`config.mk`:
```
export PLATFORM = sky130hd
export DESIGN_NAME = lcdc_cmd_core
export DESIGN_NICKNAME = d
export VERILOG_FILES = /design/src/rtl/lcdc_pkg.sv /design/src/rtl/lcdc_cmd_decode.sv /design/src/rtl/lcdc_col_ctr.sv /design/src/rtl/lcdc_rd_pipe.sv /design/src/rtl/lcdc_cmd_core.sv
export SDC_FILE = /design/constraint.sdc
export NUM_CORES = 1
export LEC_CHECK = 0
export BUFFER_PORTS_ARGS = -buffer_cell sky130_fd_sc_hd__buf_2
export CAP_MARGIN = 25
export CORE_UTILIZATION = 40
export CTS_BUF_LIST = sky130_fd_sc_hd__clkbuf_8
export CTS_CLUSTER_DIAMETER = 60
export DETAILED_ROUTE_END_ITERATION = 8
export GPL_TIMING_DRIVEN = 0
export PLACE_DENSITY = 0.67
export RECOVER_POWER = 25
export SLEW_MARGIN = 10
export SYNTH_ARGS = -nofsm -noshare
export SYNTH_HDL_FRONTEND = slang
export SYNTH_SLANG_ARGS = --single-unit
```
`constraint.sdc`:
```
create_clock -name clk -period 4.6 [get_ports clk]
set_clock_uncertainty 0.1 [all_clocks]
set_input_delay 0.46 -clock clk [delete_from_list [all_inputs] [get_ports clk]]
set_output_delay 0.46 -clock clk [all_outputs]
set_load 0.01 [all_outputs]
```
`src/rtl/lcdc_pkg.sv`:
```
package lcdc_pkg;

   localparam int BYTE_W = 8;
   localparam int LINE_W = 5;

   localparam logic [7:0] CODE_RMW_ENTER = 8'hE0;
   localparam logic [7:0] CODE_RMW_LEAVE = 8'hEE;
   localparam logic [7:0] CODE_SOFT_RST  = 8'hE2;

   typedef enum logic [3:0] {
      OP_NONE,
      OP_DISP,
      OP_START,
      OP_PAGE,
      OP_COL,
      OP_ADC,
      OP_STATIC,
      OP_DUTY,
      OP_RMW,
      OP_END,
      OP_SRST
   } op_e;

endpackage

```
`src/rtl/lcdc_cmd_decode.sv`:
```
module lcdc_cmd_decode
   import lcdc_pkg::*;
#(
   parameter int NUM_COLS  = 80,
   parameter int NUM_PAGES = 4
) (
   input  logic [BYTE_W-1:0] code_i,
   output op_e               op_o
);

   always_comb begin
      op_o = OP_NONE;
      if (code_i[7] == 1'b0) begin
         if (int'(code_i[6:0]) < NUM_COLS) op_o = OP_COL;
      end else if (code_i[7:5] == 3'b110) begin
         op_o = OP_START;
      end else if (code_i[7:2] == 6'b101110) begin
         if (int'(code_i[1:0]) < NUM_PAGES) op_o = OP_PAGE;
      end else if (code_i == CODE_RMW_ENTER) begin
         op_o = OP_RMW;
      end else if (code_i == CODE_RMW_LEAVE) begin
         op_o = OP_END;
      end else if (code_i == CODE_SOFT_RST) begin
         op_o = OP_SRST;
      end else begin
         case (code_i[7:1])
            7'h57:   op_o = OP_DISP;
            7'h50:   op_o = OP_ADC;
            7'h52:   op_o = OP_STATIC;
            7'h54:   op_o = OP_DUTY;
            default: op_o = OP_NONE;
         endcase
      end
   end

endmodule

```
`src/rtl/lcdc_col_ctr.sv`:
```
module lcdc_col_ctr #(
   parameter int NUM_COLS = 80,
   parameter int COL_W    = 7
) (
   input  logic             clk,
   input  logic             rst_n,
   input  logic             load_i,
   input  logic [COL_W-1:0] load_val_i,
   input  logic             step_i,
   input  logic             step_is_rd_i,
   input  logic             rmw_enter_i,
   input  logic             rmw_leave_i,
   output logic [COL_W-1:0] col_o,
   output logic             rmw_o,
   output logic             at_end_o
);

   localparam logic [COL_W-1:0] COL_LAST = COL_W'(NUM_COLS);

   logic [COL_W-1:0] col_q;
   logic [COL_W-1:0] saved_q;
   logic             rmw_q;
   logic             hold_rd;

   assign at_end_o = (col_q == COL_LAST);
   assign hold_rd  = rmw_q & step_is_rd_i;

   always_ff @(posedge clk or negedge rst_n) begin
      if (!rst_n) begin
         col_q   <= '0;
         saved_q <= '0;
         rmw_q   <= 1'b0;
      end else begin
         if (rmw_leave_i && rmw_q) begin
            col_q <= saved_q;
            rmw_q <= 1'b0;
         end else if (rmw_enter_i && !rmw_q) begin
            saved_q <= col_q;
            rmw_q   <= 1'b1;
         end else if (load_i && !rmw_q) begin
            col_q <= load_val_i;
         end else if (step_i && !at_end_o && !hold_rd) begin
            col_q <= col_q + COL_W'(1);
         end
      end
   end

   assign col_o = col_q;
   assign rmw_o = rmw_q;

endmodule

```
`src/rtl/lcdc_rd_pipe.sv`:
```
module lcdc_rd_pipe #(
   parameter int DATA_W        = 8,
   parameter bit HOLD_PAST_END = 1'b0
) (
   input  logic              clk,
   input  logic              rst_n,
   input  logic              rd_i,
   input  logic              in_range_i,
   input  logic [DATA_W-1:0] ram_data_i,
   output logic [DATA_W-1:0] latch_o
);

   logic [DATA_W-1:0] latch_q;
   logic [DATA_W-1:0] fill;

   generate
      if (HOLD_PAST_END) begin : g_hold
         assign fill = latch_q;
      end else begin : g_zero
         assign fill = '0;
      end
   endgenerate

   always_ff @(posedge clk or negedge rst_n) begin
      if (!rst_n)    latch_q <= '0;
      else if (rd_i) latch_q <= in_range_i ? ram_data_i : fill;
   end

   assign latch_o = latch_q;

endmodule

```
`src/rtl/lcdc_cmd_core.sv`:
```
module lcdc_cmd_core
   import lcdc_pkg::*;
#(
   parameter int NUM_COLS   = 80,
   parameter int NUM_PAGES  = 4,
   parameter int RST_CYCLES = 4,
   localparam int COL_W     = $clog2(NUM_COLS + 1),
   localparam int PAGE_W    = (NUM_PAGES > 1) ? $clog2(NUM_PAGES) : 1,
   localparam int ADDR_W    = PAGE_W + COL_W
) (
   input  logic              clk,
   input  logic              rst_n,
   input  logic              cmd_wr_i,
   input  logic              dat_wr_i,
   input  logic              dat_rd_i,
   input  logic              sts_rd_i,
   input  logic [BYTE_W-1:0] din_i,
   input  logic [BYTE_W-1:0] ram_rdata_i,
   output logic [ADDR_W-1:0] ram_addr_o,
   output logic              ram_we_o,
   output logic              ram_re_o,
   output logic [BYTE_W-1:0] ram_wdata_o,
   output logic [BYTE_W-1:0] host_dout_o,
   output logic              disp_on_o,
   output logic [LINE_W-1:0] start_line_o,
   output logic              seg_rev_o,
   output logic              static_o,
   output logic              duty32_o,
   output logic              rmw_o
);

   localparam int               CNT_W     = $clog2(RST_CYCLES + 1);
   localparam logic [CNT_W-1:0] CNT_LOAD  = CNT_W'(RST_CYCLES);
   localparam logic [PAGE_W-1:0] PAGE_TOP = PAGE_W'(NUM_PAGES - 1);

   generate
      if (NUM_COLS < 1 || NUM_COLS > 127) begin : g_bad_cols
         $error("NUM_COLS must lie in 1..127");
      end
      if (NUM_PAGES < 1 || NUM_PAGES > 4) begin : g_bad_pages
         $error("NUM_PAGES must lie in 1..4");
      end
      if (RST_CYCLES < 1) begin : g_bad_rst
         $error("RST_CYCLES must be at least 1");
      end
   endgenerate

   op_e               op;
   logic [CNT_W-1:0]  busy_cnt;
   logic              busy;
   logic              cmd_ok, wr_ok, rd_ok;
   logic [COL_W-1:0]  col;
   logic              at_end;
   logic              rmw;
   logic [PAGE_W-1:0] page;
   logic              disp_on;
   logic [LINE_W-1:0] start_line;
   logic              seg_rev, static_drv, duty32;
   logic [BYTE_W-1:0] latch;
   logic [BYTE_W-1:0] status;

   assign busy   = (busy_cnt != '0);
   assign cmd_ok = cmd_wr_i & ~busy;
   assign wr_ok  = dat_wr_i & ~busy;
   assign rd_ok  = dat_rd_i & ~busy;

   lcdc_cmd_decode #(
      .NUM_COLS  (NUM_COLS),
      .NUM_PAGES (NUM_PAGES)
   ) i_decode (
      .code_i (din_i),
      .op_o   (op)
   );

   lcdc_col_ctr #(
      .NUM_COLS (NUM_COLS),
      .COL_W    (COL_W)
   ) i_col (
      .clk          (clk),
      .rst_n        (rst_n),
      .load_i       (cmd_ok && op == OP_COL),
      .load_val_i   (din_i[COL_W-1:0]),
      .step_i       (wr_ok | rd_ok),
      .step_is_rd_i (rd_ok),
      .rmw_enter_i  (cmd_ok && op == OP_RMW),
      .rmw_leave_i  (cmd_ok && op == OP_END),
      .col_o        (col),
      .rmw_o        (rmw),
      .at_end_o     (at_end)
   );

   lcdc_rd_pipe #(
      .DATA_W        (BYTE_W),
      .HOLD_PAST_END (1'b0)
   ) i_rd_pipe (
      .clk        (clk),
      .rst_n      (rst_n),
      .rd_i       (rd_ok),
      .in_range_i (~at_end),
      .ram_data_i (ram_rdata_i),
      .latch_o    (latch)
   );

   always_ff @(posedge clk or negedge rst_n) begin
      if (!rst_n) begin
         busy_cnt <= CNT_LOAD;
      end else if (cmd_ok && op == OP_SRST) begin
         busy_cnt <= CNT_LOAD;
      end else if (busy) begin
         busy_cnt <= busy_cnt - CNT_W'(1);
      end
   end

   always_ff @(posedge clk or negedge rst_n) begin
      if (!rst_n) begin
         disp_on    <= 1'b0;
         start_line <= '0;
         page       <= PAGE_TOP;
         seg_rev    <= 1'b0;
         static_drv <= 1'b0;
         duty32     <= 1'b1;
      end else if (cmd_ok) begin
         case (op)
            OP_DISP:   disp_on    <= din_i[0];
            OP_START:  start_line <= din_i[LINE_W-1:0];
            OP_PAGE:   page       <= din_i[PAGE_W-1:0];
            OP_ADC:    seg_rev    <= din_i[0];
            OP_STATIC: static_drv <= din_i[0];
            OP_DUTY:   duty32     <= din_i[0];
            OP_SRST: begin
               start_line <= '0;
               page       <= PAGE_TOP;
            end
            default: ;
         endcase
      end
   end

   assign status      = {busy, ~seg_rev, ~disp_on, busy, 4'b0000};
   assign host_dout_o = sts_rd_i ? status : latch;

   assign ram_addr_o   = {page, col};
   assign ram_we_o     = wr_ok & ~at_end;
   assign ram_re_o     = rd_ok & ~at_end;
   assign ram_wdata_o  = din_i;
   assign disp_on_o    = disp_on;
   assign start_line_o = start_line;
   assign seg_rev_o    = seg_rev;
   assign static_o     = static_drv;
   assign duty32_o     = duty32;
   assign rmw_o        = rmw;

endmodule

```
==> summary.txt, run 1 <==
Worst setup path
  – Reg2Reg Launch Point: busy_cnt[0]
  – CP Buf/Inv Count: 3
  – Critical Path Slowest Stage Cell: dfrtp_1
  – Worst Path Required: 4.04 ns
  – R2R Setup Slk: about 2.2 ns
  – Worst path cell trace: inv_1 > ha_1 > nor2b_1 > clkbuf_1 > nand2_1 > nor2b_1 > buf_2
  – Setup CP Type: reg2out
  – Crit Path Max Fanout: 10
  – Crit-path most repeated cell: nor2b_1
  – FF-to-FF path depth: 10
  – Crit. path cell count: 7
  – RR Endpoint: i_col.col_o[0]
  – Setup crit end kind: output pin
  – Max incr delay on CP: just under 0.4 ns
  – CP Launch Type: flip-flop
  – Arrival @ worst endpoint: 2.02 ns
  – Largest delay contributor family on the critical path: buffers and inverters

Cells and area
  – Fillers: about 530
  – Final nets: ~320
  – Share of layout cells above drive strength 1: 33.9%
  – Final instance area: 2680 um^2
  – # diodes: 0
  – Post-synthesis to final-layout area growth: 21.1%

Clock network
  – Quantity of gates resized following cts: 0
  – Htree depth: 2
  – Clk buf depth: 2
  – Setup Fix Bufs, Post-CTS: 0
  – Clk Latency, worst-skew pair: ~0.29 ns
  – TritonCTS clock tree: built
  – Clk slew on worst S/H paths: about 0.08 ns
  – Cts hold-fix bufs: 0
  – TritonCTS Buffers: 5
  – # clock sinks: 37
  – Clk root buf: clkbuf_8

Power and ir drop
  – Leakage power: between 1 and 1.5 nW
  – Power Density: 417 nW/um^2
  – Overall power: 1.12 mW
  – Worst vdd ir: 0.217 mV

Die
  – Die ar.: 5840 um^2
  – Core box area: 5200 um^2
  – Num ports: roughly 60
  – Initial core utilization: 42.6%
  – FP Rows: 26
  – Die Span Y: 76.4 um
  – DIE WIDTH: ~76 um

STA
  – Final-report hold violation count: 0
  – RSZ-0062 raised after global routing: false
  – Worst Hold Slack: roughly 0.30 ns
  – Final slew viol count: 38
  – Fmax: about 390 MHz
  – Slew @ Worst Pin: 1.94 ns
  – Period utilization: between 50% and 60%
  – Setup violations, final: 0
  – Fin Setup TNS: 0 ns
  – Setup slack after layout: approximately 2 ns
  – Max_slew headroom: -29.6%
  – Final Critical Period: about 2.6 ns

Synth
  – Share of the synthesized area in the top cell type: between 30% and 40%
  – Dominant cells by area after synthesis: dfrtp_1 (37%), nand2_1 (6.6%), mux2_2 (6.1%)
  – Async S/R FF share, synth: 100%
  – Sequential area share after synthesis: between 40% and 50%
  – Per-instance average area after synthesis: around 9.4 um^2
  – EDFF count, synth: 0
  – Synth cell count leaders: nand2_1 (39), dfrtp_1 (33), o21ai_0 (17), nand3_1 (14)
  – Post-Syn Instances: approximately 240
  – Synthesized cell area: about 2200 um^2
  – Number of library cell types mapped by synthesis: 48
  – Largest area contributor in the synthesized netlist: dfrtp_1
  – Flops & latches, synth: 37
  – Synth Net Count: around 260
  – Post-synth top flop: dfrtp_1
  – Most numerous cell in the Yosys netlist: nand2_1
  – Synth warnings: 0

Drt
  – DRT Pass-1 Iters: 4
  – WL met3: approximately 200 um
  – Max Used Layer: met4
  – DRT antenna net count: 0
  – 1st-iter DRT viols: 66
  – Metal-1 WL: 2180 um
  – Via/cell ratio: 4.98
  – DRC violations left: 0
  – Via count: 1,834
  – Final wirelength: roughly 4700 um
  – WL/cell: 12.8 um
  – Met2 wire len: roughly 2300 um

Hold path
  – Hold path depth: 3
  – Min-Delay Path Class: in2reg
  – Hold path endpoint: i_rd_pipe.latch_o[0]
  – Min-delay src: ram_rdata_i[0]

Place
  – Final HPWL from detailed placement: 3470 um
  – Gpl congestion: 0.770
  – Worst slack at placement: around 2 ns
  – Dpl cell area: around 2600 um^2
  – Port bufs: 54

Global route
  – GRT Total Usage: between 10% and 20%
  – GR Overflow Total: 0
  – Number of global-route vias before repair: about 1,800
  – First-pass GRT wire length: 8270 um
  – Initial antenna violation count: 0
  – Largest net degree at the start of global routing: 38

Outcome
  – Violated checks: max-capacitance violations, max-slew violations
  – Outcome: finished, violations left

Flow run
  – Max-capacitance violation count: 1
## cells in the final DEF (no fill, tap or decap), drive strengths merged, types with 2 or more instances in the layout
cell    instances
nand2b          3
a31oi           2
a21oi           8
nand2          39
inv            13
mux2i           5
mux2           13
nor2b           7
o22a            2
xnor2           5
nand3          15
o22ai           5
nor2           12
dfstp           4
dfrtp          33
nor3            4
and3            5
buf            67
o21ai          17
clkbuf         12
and2            3
ha              4
nand4           3
## worst max path at each step
stage,start,end,slack [ns]
final,busy_cnt[0],ram_re_o,2.02
after global routing,busy_cnt[0],ram_re_o,1.73
after CTS,busy_cnt[0],ram_re_o,2.00
after detailed placement,din_i[6],i_col.col_o[1],1.98
after global placement,din_i[6],i_col.col_o[1],1.96
after floorplan,din_i[1],start_line_o[0],2.20
## per-layer routing
layer / global-route usage [%] / vias up
met5: 0 / -
li1: - / 931
met3: 3.95 / 6
met2: 30.3 / 39
met1: 22.3 / 858
met4: 5.96 / 0
## cells by family after synthesis
| group | Yosys count | synth area share (%) |
|---|---|---|
| multiplexers | 18 | 8.87 |
| buffers and inverters | 32 | 8.24 |
| adder cells (fa/ha/maj) | 4 | 2.26 |
| AO/OA/AOI/OAI | 43 | 14.2 |
| flip-flops | 37 | 42.0 |
| AND/OR/NAND/NOR | 96 | 22.0 |
| XOR/XNOR | 6 | 2.37 |
## where the power goes
part           internal [mW]  leakage (nW)  switching, mW
clock network          0.161        0.0595          0.118
logic                  0.163         0.817          0.196
registers              0.418         0.462         0.0630
total                  0.742          1.34          0.378
## cell type report
cell class                 count  area, um^2  area share, %
timing repair buffer          54         269           10.0
buffer                        20         138           5.13
clock buffer                   5        68.8           2.56
clock inverter                 3        42.5           1.59
multi-input combinational    167        1100           41.1
sequential                    37         931           34.7
inverter                      12        45.0           1.68
tap                           70        87.6           3.26
## tightest hold or removal path, cell delays in order
cell and delay, ns:
buf_2 0.09, nand2_1 0.04, o21ai_0 0.06
## state kept, by name, indices dropped and copies added, names as in the netlist
register,count
seg_rev_o,1
i_col.col_o,7
page,2
i_col.rmw_o,1
static_o,1
duty32_o,1
disp_on_o,1
i_col.saved_q,7
busy_cnt,3
start_line_o,5
i_rd_pipe.latch_o,8
## stage by stage
stage	instances	util, %
after floorplan	236	-
after global placement	360	49.4
after detailed placement	360	49.4
after CTS	368	51.6
after global routing	368	51.6
final	368	51.6
No activity file was read; power rests on OpenSTA's default activity.
==> run 2, diff against run 1 <==
--- a/config.mk
+++ b/config.mk
@@ -12,7 +12,7 @@
 export CTS_CLUSTER_DIAMETER = 60
 export DETAILED_ROUTE_END_ITERATION = 8
 export GPL_TIMING_DRIVEN = 0
-export PLACE_DENSITY = 0.67
+export PLACE_DENSITY = 0.7
 export RECOVER_POWER = 25
 export SLEW_MARGIN = 10
 export SYNTH_ARGS = -nofsm -noshare
==> constraint.sdc (replaced) <==
create_clock -name clk -period 2.25 [get_ports clk]
set_clock_uncertainty 0.1 [all_clocks]
set_input_delay 0.225 -clock clk [delete_from_list [all_inputs] [get_ports clk]]
set_output_delay 0.225 -clock clk [all_outputs]
set_load 0.01 [all_outputs]
==> summary.txt, run 2 (synthesis gave the netlist of run 1 again) <==
Global route
  – Largest net degree at the start of global routing: 38 (unchanged)
  – First-pass GRT wire length: 8480 um (+2.6%)
  – GRT Total Usage: 18.2% (+0.33 points)
  – GR Overflow Total: 0 (unchanged)
  – Initial antenna violation count: 0 (unchanged)
  – Number of global-route vias before repair: 1,800 (-0.39%)

Drt
  – DRT Pass-1 Iters: 4 (unchanged)
  – Via count: 1,811 (-1.3%)
  – WL/cell: 13.5 um (+5.1%)
  – 1st-iter DRT viols: 89 (+35%)
  – DRC violations left: 0 (unchanged)
  – Final wirelength: 4970 um (+5.3%)
  – DRT antenna net count: 0 (unchanged)
  – Via/cell ratio: 4.91 (-1.5%)

STA
  – Setup violations, final: 0 (unchanged)
  – Slew @ Worst Pin: 0.905 ns (-1.04 ns)
  – Fmax: about 470 MHz
  – Max_slew headroom: 39.6% (+69 points)
  – Period utilization: between 90% and 100%
  – Worst Hold Slack: 0.0605 ns (-0.236 ns)
  – Final-report hold violation count: 0 (unchanged)
  – Final slew viol count: 0 (-100%)
  – Final Critical Period: between 2 and 2.5 ns
  – Fin Setup TNS: 0 ns (unchanged)

Die
  – Initial core utilization: 42.6% (unchanged)
  – DIE WIDTH: 76.4 um (unchanged)
  – FP Rows: 26 (unchanged)
  – Num ports: 59 (unchanged)
  – Die ar.: 5840 um^2 (unchanged)
  – Die Span Y: 76.4 um (unchanged)
  – Core box area: 5200 um^2 (unchanged)

Cells and area
  – Share of layout cells above drive strength 1: 31.8% (-2.1 points)
  – # diodes: 0 (unchanged)
  – Final nets: 325 (+0.62%)
  – Util after Layout: 52.3% (+0.77 points)
  – Most frequent cells in the layout: nand2_1 (37), buf_2 (36), dfrtp_1 (33)
  – Commonest non-fill, non-tap cell in the layout: nand2_1
  – Fillers: 525 (-0.38%)
  – Max reg flops: 8 (unchanged)
  – Post-synthesis to final-layout area growth: 22.9%

Hold path
  – Min-delay src: ram_rdata_i[5]
  – Min-Delay Path Class: in2reg

Worst setup path
  – CP Launch Type: flip-flop
  – Arrival @ worst endpoint: 1.82 ns (-0.20 ns)
  – Crit Path Max Fanout: 10 (unchanged)
  – Critical Path Source: i_col.col_o[3]
  – Critical Path Slowest Stage Cell: dfrtp_1
  – Worst path cell trace: nor4b_2 > nand3_1 > clkbuf_2 > and3_1 > buf_2
  – Reg2Reg Launch Point: busy_cnt[0]
  – Worst Path Required: 1.92 ns (-2.12 ns)
  – Max incr delay on CP: 0.46 ns (+0.07 ns)
  – Largest delay contributor family on the critical path: simple AND/OR/NAND/NOR gates
  – Setup CP Type: reg2out
  – Setup crit end kind: output pin
  – CP Buf/Inv Count: 2 (-1)

Power and ir drop
  – Comb pwr share: 32.5% (+0.4 points)
  – P_sw: 0.774 mW (+100%)
  – Power Density: 841 nW/um^2 (+100%)
  – Switching share of total power: 33.8% (+0.070 points)
  – Leakage power: 1.31 nW (-2.5%)
  – Worst vdd ir: 0.517 mV (+140%)
  – Power Internal: 1.52 mW (+100%)
  – Overall power: 2.29 mW (+100%)
  – Reg power frac: 43.4% (+0.4 points)
  – Clock power share: 24.0% (-0.9 points)

Place
  – Gpl congestion: 0.794 (+3.2%)
  – Final HPWL from detailed placement: 3530 um (+1.9%)
  – Port bufs: 54 (unchanged)

Clock network
  – TritonCTS Buffers: 5 (unchanged)
  – # clock sinks: 37 (unchanged)
  – Htree depth: 2 (unchanged)
  – Clk slew on worst S/H paths: 0.07 ns (about the same)
  – Clk Latency, worst-skew pair: 0.29 ns (about the same)
  – Clk buf depth: 2 (unchanged)
  – TritonCTS clock tree: built
  – Clk root buf: clkbuf_8

Outcome
  – Outcome: complete, no violations

Flow run
  – Max-capacitance violation count: 0 (-1)
[run 2: changes by cell type in the layout (fill, tap and decap cells not counted), moves of 2 or more]
cell,change
nand2_1,-2
buf_2,-20
buf_4,+2
clkbuf_2,+3
clkbuf_1,+15
[run 2: what timing repair did]
item / in CTS / in global routing
endpoints found under the setup margin: 5 / 16
endpoints found under the hold margin: 33 / 0
buffers inserted: 1 / 0
resized for setup: 5 / 14
pin swaps: 1 / 1
hold buffers: 1 / 0
[run 2: final timing paths]
| kind | endpoint | slack, ns | cells past startpoint |
|---|---|---|---|
| max | ram_we_o | 0.11 | 5 |
| min in group asynchronous | i_rd_pipe.latch_o[1] | 0.49 | 2 |
| max in group asynchronous | i_rd_pipe.latch_o[6] | 0.99 | 2 |
| min reg2reg | i_rd_pipe.latch_o[0] | 0.38 | 2 |
| max reg2reg | i_col.col_o[0] | 0.14 | 10 |
| min | i_rd_pipe.latch_o[5] | 0.06 | 3 |
[run 2: final cells by class]
type                            instances  area [um^2]  share of cell area, %
Buffer                                 20          146                   5.37
Clock buffer                            5         68.8                   2.53
Clock inverter                          2         35.0                   1.29
Inverter                               12         45.0                   1.65
Multi-Input combinational cell        167         1150                   42.1
Sequential cell                        37          931                   34.2
Tap cell                               70         87.6                   3.22
Timing Repair Buffer                   56          264                   9.69
[run 2: per-stage QoR]
step | cells | setup WS, ns | cell area [um^2]
after floorplan | 236 | 0.0864 | 2220
after global placement | 360 | -0.161 | 2570
after detailed placement | 360 | -0.247 | 2570
after CTS | 369 | 0.00216 | 2710
after global routing | 369 | -0.0221 | 2720
final | 369 | 0.110 | 2720
[run 2: metal layers]
metal	up-vias	global-route usage [%]	share of wire, %
li1	930	-	-
met1	824	24.6	49
met4	0	4.62	1.1
met2	49	29.3	45
met5	-	0	0
met3	8	3.95	4.7
[run 2: worst register-to-register path: stages (launching register included)]
cell      delay, ns
dfrtp_1        0.38
inv_1          0.08
ha_1           0.17
nor2b_2        0.15
and2_4         0.16
and3_1         0.15
buf_4          0.15
nand3_4        0.13
and2_4         0.18
buf_6          0.13
a311oi_2       0.24
[run 2: power groups by stage]
| stage | sequential (mW) | combinational [mW] | clock, mW |
|---|---|---|---|
| CTS | 0.988 | 0.760 | 0.564 |
| detailed placement | 1.00 | 0.743 | 0 |
| finish | 0.994 | 0.745 | 0.551 |
| floorplan | 1.01 | 0.450 | 0 |
| global route | 1.03 | 0.849 | 0.587 |
| global placement | 0.995 | 0.719 | 0 |
==> run 3, diff against run 2 <==
--- a/config.mk
+++ b/config.mk
@@ -11,9 +11,9 @@
 export CTS_BUF_LIST = sky130_fd_sc_hd__clkbuf_8
 export CTS_CLUSTER_DIAMETER = 60
 export DETAILED_ROUTE_END_ITERATION = 8
-export GPL_TIMING_DRIVEN = 0
 export PLACE_DENSITY = 0.7
 export RECOVER_POWER = 25
+export REMOVE_ABC_BUFFERS = 1
 export SLEW_MARGIN = 10
 export SYNTH_ARGS = -nofsm -noshare
 export SYNTH_HDL_FRONTEND = slang
==> summary.txt, run 3 (synthesis gave the netlist of run 1 again) <==
Clock network
  – Clk buf depth: 2 (unchanged)
  – Clk root buf: clkbuf_8
  – Clk slew on worst S/H paths: 0.08 ns (about the same)
  – # clock sinks: 37 (unchanged)
  – Clk Latency, worst-skew pair: 0.30 ns (about the same)
  – TritonCTS clock tree: built
  – Htree depth: 2 (unchanged)
  – TritonCTS Buffers: 5 (unchanged)

Global route
  – Largest net degree at the start of global routing: 38 (unchanged)
  – First-pass GRT wire length: 8520 um (+0.48%)
  – GR Overflow Total: 0 (unchanged)
  – Initial antenna violation count: 0 (unchanged)
  – GRT Total Usage: 18.7% (+0.54 points)
  – Number of global-route vias before repair: 1,832 (+1.8%)

Cells and area
  – Post-synthesis to final-layout area growth: 22.9% (unchanged)
  – Util after Layout: 52.3% (unchanged)
  – Fillers: 529 (+0.76%)
  – Final instance area: 2720 um^2 (unchanged)
  – Max reg flops: 8 (unchanged)
  – Share of layout cells above drive strength 1: 31.4% (-0.40 points)
  – Commonest non-fill, non-tap cell in the layout: nand2_1
  – Most frequent cells in the layout: nand2_1 (39), buf_2 (36), dfrtp_1 (33)
  – Final nets: 331 (+1.8%)
  – # diodes: 0 (unchanged)

Outcome
  – Outcome: complete, no violations

STA
  – Final-report hold violation count: 0 (unchanged)
  – Final Critical Period: 2.13 ns (-0.0101 ns)
  – Worst Hold Slack: 0.0530 ns (-0.00750 ns)
  – Setup violations, final: 0 (unchanged)
  – Final slew viol count: 0 (unchanged)
  – RSZ-0062 raised after global routing: false
  – Slew @ Worst Pin: 0.905 ns (-0.000631 ns)
  – Max_slew headroom: 39.7% (+0.042 points)
  – Fmax: 469 MHz (+0.48%)
  – Period utilization: 94.7% (-0.45 points)
  – Fin Setup TNS: 0 ns (unchanged)

Worst setup path
  – Setup crit end kind: output pin
  – FF-to-FF path depth: 10 (unchanged)
  – RR Endpoint: i_col.col_o[5]
  – R2R Setup Slk: 0.16 ns (+0.02 ns)
  – Arrival @ worst endpoint: 1.81 ns (about the same)
  – Reg2Reg Launch Point: busy_cnt[0]
  – CP Launch Type: flip-flop
  – Crit Path Max Fanout: 10 (unchanged)
  – Worst Path Required: 1.92 ns (about the same)
  – Setup CP Type: reg2out

Die
  – Initial core utilization: 42.6% (unchanged)
  – DIE WIDTH: 76.4 um (unchanged)
  – Die Span Y: 76.4 um (unchanged)
  – Num ports: 59 (unchanged)
  – Die ar.: 5840 um^2 (unchanged)
  – FP Rows: 26 (unchanged)
  – Core box area: 5200 um^2 (unchanged)

Power and ir drop
  – Worst vdd ir: 0.381 mV (-26%)
  – Leakage power: 1.31 nW (+0.34%)
  – Overall power: 2.25 mW (-1.9%)
  – Power Density: 825 nW/um^2 (-1.9%)

Place
  – Port bufs: 58 (+7.4%)
  – Final HPWL from detailed placement: 3720 um (+5.3%)
  – Gpl congestion: 0.843 (+6.1%)
  – Dpl cell area: 2630 um^2 (+2.1%)

Drt
  – Final wirelength: 4980 um (+0.20%)
  – Via count: 1,880 (+3.8%)
  – DRC violations left: 0 (unchanged)
  – Via/cell ratio: 5.00 (+1.9%)
  – WL/cell: 13.2 um (-1.7%)
  – DRT Pass-1 Iters: 4 (unchanged)
  – 1st-iter DRT viols: 88 (-1.1%)
  – DRT antenna net count: 0 (unchanged)

Hold path
  – Hold path endpoint: i_rd_pipe.latch_o[1]
  – Hold path depth: 3 (unchanged)
  – Min-delay src: ram_rdata_i[1]
  – Min-Delay Path Class: in2reg

Flow run
  – Max-capacitance violation count: 0 (unchanged)
run 3: what timing repair did:
item / in CTS / in global routing
gates resized for setup: 1 / 5
hold buffers: 1 / 0
endpoints found under the hold margin: 33 / 0
endpoints found under the setup margin: 1 / 11
setup buffers: 0 / 0
pin swaps: 0 / 0
run 3: worst max path at each step:
stage / from / endpoint / slack, ns / depth (start not counted)
after global routing: i_col.col_o[5] / ram_we_o / 0.002 / 5
final: i_col.col_o[5] / ram_we_o / 0.12 / 5
after global placement: din_i[4] / i_col.col_o[6] / 0.02 / 9
after CTS: busy_cnt[0] / i_col.saved_q[6] / 0.05 / 7
after floorplan: busy_cnt[0] / i_col.col_o[1] / -0.11 / 9
after detailed placement: din_i[4] / i_col.col_o[6] / -0.02 / 9
run 3: final cells by class:
class / instances / area [um^2] / area share [%]
multi-input cells: 167 / 1130 / 41.5
flip-flops and latches: 37 / 931 / 34.2
repair buffers: 82 / 443 / 16.3
well taps: 70 / 87.6 / 3.22
clock buffers: 5 / 68.8 / 2.53
inverters: 12 / 45.0 / 1.65
clock inverters: 3 / 17.5 / 0.643
run 3: metrics by stage:
step | std cells | setup slack, ns
2_1_floorplan | 216 | -0.106
3_3_place_gp | 367 | 0.0245
3_5_place_dp | 367 | -0.0200
4_1_cts | 376 | 0.0468
5_1_grt | 376 | 0.00199
6_report | 376 | 0.120
run 3: worst max-delay path, stage by stage, from the launching register on:
cell and delay [ns]:
dfrtp_1 0.44, nor4b_1 0.39, nand3_1 0.16, buf_4 0.20
and3_1 0.18, buf_2 0.13
run 3: layer usage:
metal	global-route usage (%)	vias up	share of wire [%]
met5	0	-	0
met4	9.23	0	2.1
met3	3.23	7	4.1
met2	28.9	45	45
met1	25.1	883	48
li1	-	945	-
run 3: power by group:
part | switching (mW) | leakage (nW) | total (mW) | internal, mW
combinational | 0.457 | 0.805 | 0.832 | 0.375
clock | 0.258 | 0.0439 | 0.472 | 0.214
sequential | 0.0881 | 0.462 | 0.943 | 0.855
total | 0.803 | 1.31 | 2.25 | 1.44
